**config.mk**
```make
export PLATFORM = sky130hd
export DESIGN_NAME = sync_router
export DESIGN_NICKNAME = d
export VERILOG_FILES = /design/src/rtl/sync_router_pkg.sv /design/src/rtl/sync_activity.sv /design/src/rtl/sync_polarity.sv /design/src/rtl/sync_router.sv
export SDC_FILE = /design/constraint.sdc
export NUM_CORES = 1
export LEC_CHECK = 0
export BUFFER_PORTS_ARGS = -buffer_cell sky130_fd_sc_hd__buf_2
export CORE_AREA = 4 4 130 132
export DETAILED_ROUTE_END_ITERATION = 10
export DIE_AREA = 0 0 134 136
export PLACE_DENSITY = 0.62
export SLEW_MARGIN = 20
export SYNTH_ARGS = -nofsm -noshare
export SYNTH_HDL_FRONTEND = slang
export SYNTH_SLANG_ARGS = --single-unit
```
**constraint.sdc**
```tcl
create_clock -name clk -period 2.6 [get_ports clk]
set_input_delay 0.52 -clock clk [delete_from_list [all_inputs] [get_ports clk]]
set_output_delay 0.52 -clock clk [all_outputs]
set_load 0.01 [all_outputs]
```
**src/rtl/sync_router_pkg.sv**
```systemverilog
package sync_router_pkg;

    typedef enum logic [1:0] {
        SRC_VIDEO      = 2'd0,
        SRC_VSEP_VIDEO = 2'd1,
        SRC_COMPOSITE  = 2'd2,
        SRC_SEPARATE   = 2'd3
    } src_state_e;

endpackage

```
**src/rtl/sync_activity.sv**
```systemverilog
module sync_activity #(
    parameter int unsigned TIMEOUT   = 1500,
    parameter int unsigned ACQ_EDGES = 3
) (
    input  logic clk,
    input  logic rst_n,
    input  logic din,
    output logic present
);
    localparam int unsigned CW = $clog2(TIMEOUT + 1);
    localparam int unsigned EW = $clog2(ACQ_EDGES + 1);

    logic          prev;
    logic [CW-1:0] idle;
    logic [EW-1:0] hits;

    always_ff @(posedge clk or negedge rst_n) begin
        if (!rst_n) begin
            prev    <= 1'b0;
            idle    <= '0;
            hits    <= '0;
            present <= 1'b0;
        end else begin
            prev <= din;
            if (din != prev) begin
                idle <= '0;
                if (!present) begin
                    if (hits == EW'(ACQ_EDGES - 1)) begin
                        present <= 1'b1;
                        hits    <= '0;
                    end else begin
                        hits <= hits + 1'b1;
                    end
                end
            end else if (idle != CW'(TIMEOUT)) begin
                idle <= idle + 1'b1;
                if (idle == CW'(TIMEOUT - 1)) begin
                    present <= 1'b0;
                    hits    <= '0;
                end
            end
        end
    end
endmodule

```
**src/rtl/sync_polarity.sv**
```systemverilog
module sync_polarity #(
    parameter int unsigned WIN = 16384
) (
    input  logic clk,
    input  logic rst_n,
    input  logic din,
    output logic neg
);
    localparam int unsigned WW = $clog2(WIN + 1);

    logic [WW-1:0] pos;
    logic [WW-1:0] highs;

    always_ff @(posedge clk or negedge rst_n) begin
        if (!rst_n) begin
            pos   <= '0;
            highs <= '0;
            neg   <= 1'b0;
        end else if (pos == WW'(WIN - 1)) begin
            neg   <= (highs + WW'(din)) > WW'(WIN / 2);
            pos   <= '0;
            highs <= '0;
        end else begin
            pos   <= pos + 1'b1;
            highs <= highs + WW'(din);
        end
    end
endmodule

```
**src/rtl/sync_router.sv**
```systemverilog
module sync_router
    import sync_router_pkg::*;
#(
    parameter int unsigned H_TIMEOUT = 1500,
    parameter int unsigned V_TIMEOUT = 1500000,
    parameter int unsigned ACQ_EDGES = 3,
    parameter int unsigned H_WIN     = 16384,
    parameter int unsigned V_WIN     = 4194304
) (
    input  logic clk,
    input  logic rst_n,
    input  logic vsep_in,
    input  logic hcs_in,
    input  logic vid_in,
    input  logic vsx_in,
    input  logic hsel,
    output logic vdrv,
    output logic hdrv,
    output logic hpol_neg,
    output logic vpol_neg
);
    logic vs_act, hc_act, vs_neg, hc_neg;
    src_state_e state, nxt;
    logic v_sel, h_sel, may_blank, h_gate;
    logic vs_pos, hc_pos, vid_pos;

    sync_activity #(.TIMEOUT(V_TIMEOUT), .ACQ_EDGES(ACQ_EDGES)) u_vs_act (
        .clk(clk), .rst_n(rst_n), .din(vsep_in), .present(vs_act));
    sync_activity #(.TIMEOUT(H_TIMEOUT), .ACQ_EDGES(ACQ_EDGES)) u_hc_act (
        .clk(clk), .rst_n(rst_n), .din(hcs_in), .present(hc_act));
    sync_polarity #(.WIN(V_WIN)) u_vs_pol (
        .clk(clk), .rst_n(rst_n), .din(vsep_in), .neg(vs_neg));
    sync_polarity #(.WIN(H_WIN)) u_hc_pol (
        .clk(clk), .rst_n(rst_n), .din(hcs_in), .neg(hc_neg));

    // state register
    always_ff @(posedge clk or negedge rst_n) begin
        if (!rst_n) state <= SRC_VIDEO;
        else        state <= nxt;
    end

    // every state moves to the one named by the activity pair
    always_comb begin
        unique case ({vs_act, hc_act})
            2'b11:   nxt = SRC_SEPARATE;
            2'b01:   nxt = SRC_COMPOSITE;
            2'b10:   nxt = SRC_VSEP_VIDEO;
            default: nxt = SRC_VIDEO;
        endcase
    end

    assign vs_pos  = vsep_in ^ vs_neg;
    assign hc_pos  = hcs_in ^ hc_neg;
    assign vid_pos = ~vid_in;

    always_comb begin
        unique case (state)
            SRC_SEPARATE: begin
                v_sel = vs_pos;  h_sel = hc_pos;  may_blank = 1'b0;
            end
            SRC_COMPOSITE: begin
                v_sel = vsx_in;  h_sel = hc_pos;  may_blank = 1'b1;
            end
            SRC_VSEP_VIDEO: begin
                v_sel = vs_pos;  h_sel = vid_pos; may_blank = 1'b1;
            end
            default: begin
                v_sel = vsx_in;  h_sel = vid_pos; may_blank = 1'b1;
            end
        endcase
    end

    assign h_gate = h_sel & ~(may_blank & ~hsel & v_sel);

    // output register
    always_ff @(posedge clk or negedge rst_n) begin
        if (!rst_n) begin
            vdrv     <= 1'b0;
            hdrv     <= 1'b0;
            hpol_neg <= 1'b0;
            vpol_neg <= 1'b0;
        end else begin
            vdrv     <= v_sel;
            hdrv     <= h_gate;
            hpol_neg <= hc_act & hc_neg;
            vpol_neg <= vs_act & vs_neg;
        end
    end
endmodule

```
; After elaboration in Yosys (flattened, before gate mapping)
; Cells that the tools add are included.
[word_totals]
register_bits = 124
inputBits = 7
elab_cells = 99
[op_classes]
n_addsub = 8
order_cmp = 2
eq_ne = 18
muxes = 32
bitwise = 10
reduce_logical = 10
[op_table]
columns = operator, n
row1 = 23-bit 2-to-1 mux, 2
row2 = 21-bit 2-to-1 mux, 2
row3 = 15-bit 2-to-1 mux, 2
row4 = 23-bit by 1-bit adder with 23-bit output, 1
row5 = 23-bit by 1-bit adder with 23-bit output (second input constant), 1
row6 = 23-bit by 22-bit equality test with 1-bit output (second input constant), 1
row7 = 23-bit by 22-bit greater-than comparator with 1-bit output (second input constant), 1
row8 = 11-bit 2-to-1 mux, 2
row9 = 21-bit by 1-bit adder with 21-bit output (second input constant), 1
row10 = 21-bit equality test (second input constant), 1
row11 = 21-bit != test (second input constant), 1
row12 = 2-bit 2-to-1 mux, 10
row13 = 15-bit by 1-bit adder with 15-bit output, 1
row14 = 15-bit by 1-bit adder with 15-bit output (second input constant), 1
row15 = 15-bit by 14-bit equality test with 1-bit output (second input constant), 1
row16 = 15-bit by 14-bit greater-than comparator with 1-bit output (second input constant), 1
row17 = 1-bit 2-to-1 mux, 13
row18 = 2-bit equality test (second input constant), 6
row19 = 11-bit by 1-bit adder with 11-bit output (second input constant), 1
row20 = 11-bit equality test (second input constant), 1
row21 = 11-bit != test (second input constant), 1
row22 = 2-bit nonzero test, 4
row23 = 2-bit one-hot mux with 3 select lines, 1
row24 = 3-bit AND reduction, 2
row25 = 9 further kinds, 22

; Logic depth before layout (Yosys ltp)
[depth]
word_depth = 6
mapped_depth = 9

; Hierarchy
; Synthesis repeated with hierarchy kept, for this count alone.
[hier_totals]
hier_cells = 633
area_unflattened_um2 = 6394.9
[by_module_without_submodules]
columns = module, instances, cells_each, area_per_inst_um2
row1 = sync_polarity at u_vs_pol, 1, 250, 2498.6
row2 = sync_polarity at u_hc_pol, 1, 151, 1541.5
row3 = sync_activity at u_vs_act, 1, 139, 1325.0
row4 = sync_activity at u_hc_act, 1, 75, 795.8
row5 = sync_router, 1, 18, 234.0

; Worst setup path after synthesis
; Ideal clock, no wire load.
[synth_timing]
path_kind = input -> register
startpoint = in vsep_in
endpoint = reg u_vs_pol.neg
arrival_time_ps = 2187
slack_ps = 284
cell_stages = 9
path_buffers = 1
cell_sequence = ha_1 > ha_1 > nand4_1 > or4_1 > clkbuf_1 > o21ai_0 > nand4_1 > a21oi_1 > a31oi_1
[synth_via]
elab_chain_len = 2
[synth_rtl]
columns = element, line
row1 = "start, declared", sync_router.sv:12  ; input logic vsep_in,
row2 = 23-bit by 1-bit adder with 23-bit output, sync_polarity.sv:20  ; neg <= (highs + WW'(din)) > WW'(WIN / 2);
row3 = 23-bit by 22-bit greater-than comparator with 1-bit output, sync_polarity.sv:20
row4 = "end signal, assigned", sync_polarity.sv:20
row5 = "end, declared", sync_polarity.sv:7  ; output logic neg
; No other way between the ends.
; A chain may end at the register's enable or synchronous reset.

; Worst setup path in the final report
[layout_timing]
startpoint = reg u_vs_pol.highs[0]
endpoint = reg u_vs_pol.neg
[layout_via]
elab_chain_len = 2
[layout_rtl]
columns = element, line
row1 = "start, declared", sync_polarity.sv:12  ; logic [WW-1:0] highs;
row2 = "start signal, assigned", sync_polarity.sv:25  ; highs <= highs + WW'(din);
row3 = 23-bit by 1-bit adder with 23-bit output, sync_polarity.sv:20
row4 = 23-bit by 22-bit greater-than comparator with 1-bit output, sync_polarity.sv:20
; No other way between the ends.

==> impl_metrics.py <==
metrics = {
    "clock_network": {
        "clock_latency_ns": 0.42,
        "cts.sinks": 124,
        "cts_resized": 0,
        "cts.clk_slew.worst_paths_ns": 0.06,
        "hold_buffers": 0,
        "cts_made_buffers": 17,
        "post_cts_buffers": 0,
        "cts_tree": "yes",
        "clockRootBuffer": "clkbuf_16",
        "cts_buffer_depth": 2,
        "h-tree-depth": 4,
    },
    "timing": {
        "worst_pin_slew_ns": 0.585,
        "timing.slew.headroom_pct": 61.0,
        "setup_violations": 0,
        "finalHoldViolCount": 0,
        "period_share_pct": 90.5,
        "fin_tns_setup_ns": 0,
        "min_period_ns": 2.35,
        "fmax_mhz": 425,
        "hold_ws_ns": 0.0886,
        "fin_skew_ns": 0.0120,
        "grt_setup_unrepaired": "no",
        "slew_violations": 0,
    },
    "layout": {
        "layout-drive-gt1-share_pct": 12.0,
        "fin_nets": 652,
        "syn_to_final_growth_pct": 15.0,
        "final-seq-area_um2": 3100,
        "multi_input_area_um2": 2980,
        "diodes": 0,
        "nFillCells": 1437,
    },
    "die": {
        "core-area_um2": 15700,
        "ios": 11,
        "dieArea_um2": 18200,
        "initial_core_util_pct": 39.7,
        "row_count": 46,
        "die_y_um": 136,
        "die_w_um": 134,
    },
    "pwr": {
        "p_per_area_nw_per_um2": 755,
        "power_uw": 5410,
        "leakagePower_uw": 0.00307,
        "ir_worst_vdd_v": 0.000494,
    },
    "synthesis": {
        "synth.distinct_cells": 59,
        "synth_cells": 615,
        "synth_area_leaders": "dfrtp_1, xor2_1, xnor2_1",
        "yosysMostFrequentCell": "dfrtp_1",
        "synth_flop_cell": "dfrtp_1",
        "netlist_area_um2": 6230,
        "async_flop_share_pct": 100,
        "yosys-top-cells-count": "dfrtp_1, nor2_1, xor2_1",
        "synth-seq-cells": 124,
        "yosys_warnings": 0,
        "synth-seq-area-share_pct": 49.8,
        "synth_edf_count": 0,
        "synth.avg_cell_area_um2": 10.1,
        "synth_nets": 632,
        "yosys.area.top_type": "dfrtp_1",
        "yosys.area.top_type_share_pct": 49.8,
    },
    "worst_setup_path": {
        "crit_slowest_cell": "or4_1",
        "cp.required_ns": 2.88,
        "r2r-start": "u_vs_pol.highs[0]",
        "cp_top_family": "simple AND/OR/NAND/NOR gates",
        "path_cells": "ha_1 > ha_1 > nand4_1 > or4_1 > o21ai_0 > nand4_1 > a21oi_1 > a31oi_1",
        "crit_path_start_kind": "register",
        "worst_ep_arrival_time_ns": 2.64,
        "slowest_delay_ns": 0.54,
        "cp_max_fo": 5,
        "end_kind": "register",
        "critical_path.startpoint": "u_vs_pol.highs[0]",
        "crit_buf_inv": 0,
        "path_class": "reg -> reg",
    },
    "route": {
        "drtPass1Iterations": 4,
        "via_per_inst": 5.07,
        "drt_iter0_drc": 207,
        "ant_nets": 0,
        "drc": 0,
        "avgRoutedWirePerCell_um": 13.5,
        "routed_wirelength_mm": 11.6,
        "vias": 4379,
    },
    "place": {
        "dp_hpwl_mm": 8.06,
        "io_buffer_count": 10,
        "gp_congestion": 0.834,
    },
    "global_route": {
        "antenna_found_initial": 0,
        "grt_first_pass_wirelength_mm": 21.0,
        "grt_pass1_vias": 4539,
        "grt_usage_pct": 14.2,
        "grt_overflow": 0,
        "grt_max_degree": 47,
    },
    "outcome": {
        "status": "finished clean",
    },
    "worst_hold_path": {
        "worstHoldPathType": "in -> async",
    },
    "flow_run": {
        "max_cap_viol_count": 0,
    },
}
==> layout by cell type, fill, tap and decap left out, types with 4 or more instances in the layout <==
cell type / count
buf_4: 10
nand4_1: 22
a31oi_1: 9
and2_1: 6
nor3_1: 17
or3_1: 7
clkinvlp_4: 4
a21oi_1: 7
xor2_1: 56
and4_1: 5
mux2i_1: 5
clkinv_4: 5
buf_2: 9
ha_1: 10
and3_1: 17
dfrtp_1: 124
o21ai_0: 6
nand2_1: 32
nand3_1: 40
nor2_1: 109
nor2b_1: 10
inv_1: 11
clkbuf_16: 17
xnor2_1: 49
==> state kept, by name, indices dropped and copies added, names as in the netlist, 2 cells and up <==
signal	cells
state	2
u_hc_act.hits	2
u_hc_act.idle	11
u_hc_pol.highs	15
u_hc_pol.pos	15
u_vs_act.hits	2
u_vs_act.idle	21
u_vs_pol.highs	23
u_vs_pol.pos	23
==> path summary, 6_finish.rpt <==
kind / slack, ns / cells past startpoint / end
max: 0.25 / 8 / u_vs_pol.neg
min: 0.09 / 1 / u_hc_pol.highs[9]
max reg2reg: 0.25 / 8 / u_vs_pol.neg
min reg2reg: 0.46 / 0 / state[1]
max in group asynchronous: 1.86 / 2 / u_hc_act.idle[4]
min in group clk: 0.29 / 2 / hdrv
==> layer usage <==
metal	track usage, %	vias to the layer above	wire (um)
li1	-	2150	-
met1	18.1	2153	5520
met2	22.9	57	5600
met3	3.40	19	240
met4	6.57	0	265
met5	0	-	0
==> logic make-up (layout without fill, tap and decap cells) <==
kind of cell	Yosys count	after routing	share of synthesized area, %
fa+ha+maj	10	10	2.01
buf+inv	31	64	2.53
simple gates	301	301	25.7
flops	124	124	49.8
mux	8	8	1.41
compound gates	36	36	3.82
xor+xnor	105	105	14.8
==> power by group <==
group | internal, uW | switching [uW]
clock network | 1530 | 877
registers | 2130 | 238
logic | 297 | 333
==> layout make-up <==
class,count,area share (%)
clock buffer,19,6.18
clock inverter,13,2.36
inverter,11,0.576
multi-input combinational,460,41.6
sequential,124,43.3
tap,216,3.77
timing repair buffer,21,2.24
==> metrics by stage <==
stage          area (um^2)  instances  utilization [%]  worst slack, ns
3_5_place_dp          6550        832             41.7          -0.0560
3_3_place_gp          6550        832             41.7            0.116
4_1_cts               7170        864             45.6            0.234
5_1_grt               7170        864             45.6           0.0731
6_report              7170        864             45.6            0.247
2_1_floorplan         6230        615                -            0.284
No activity file was read; power rests on OpenSTA's default activity.
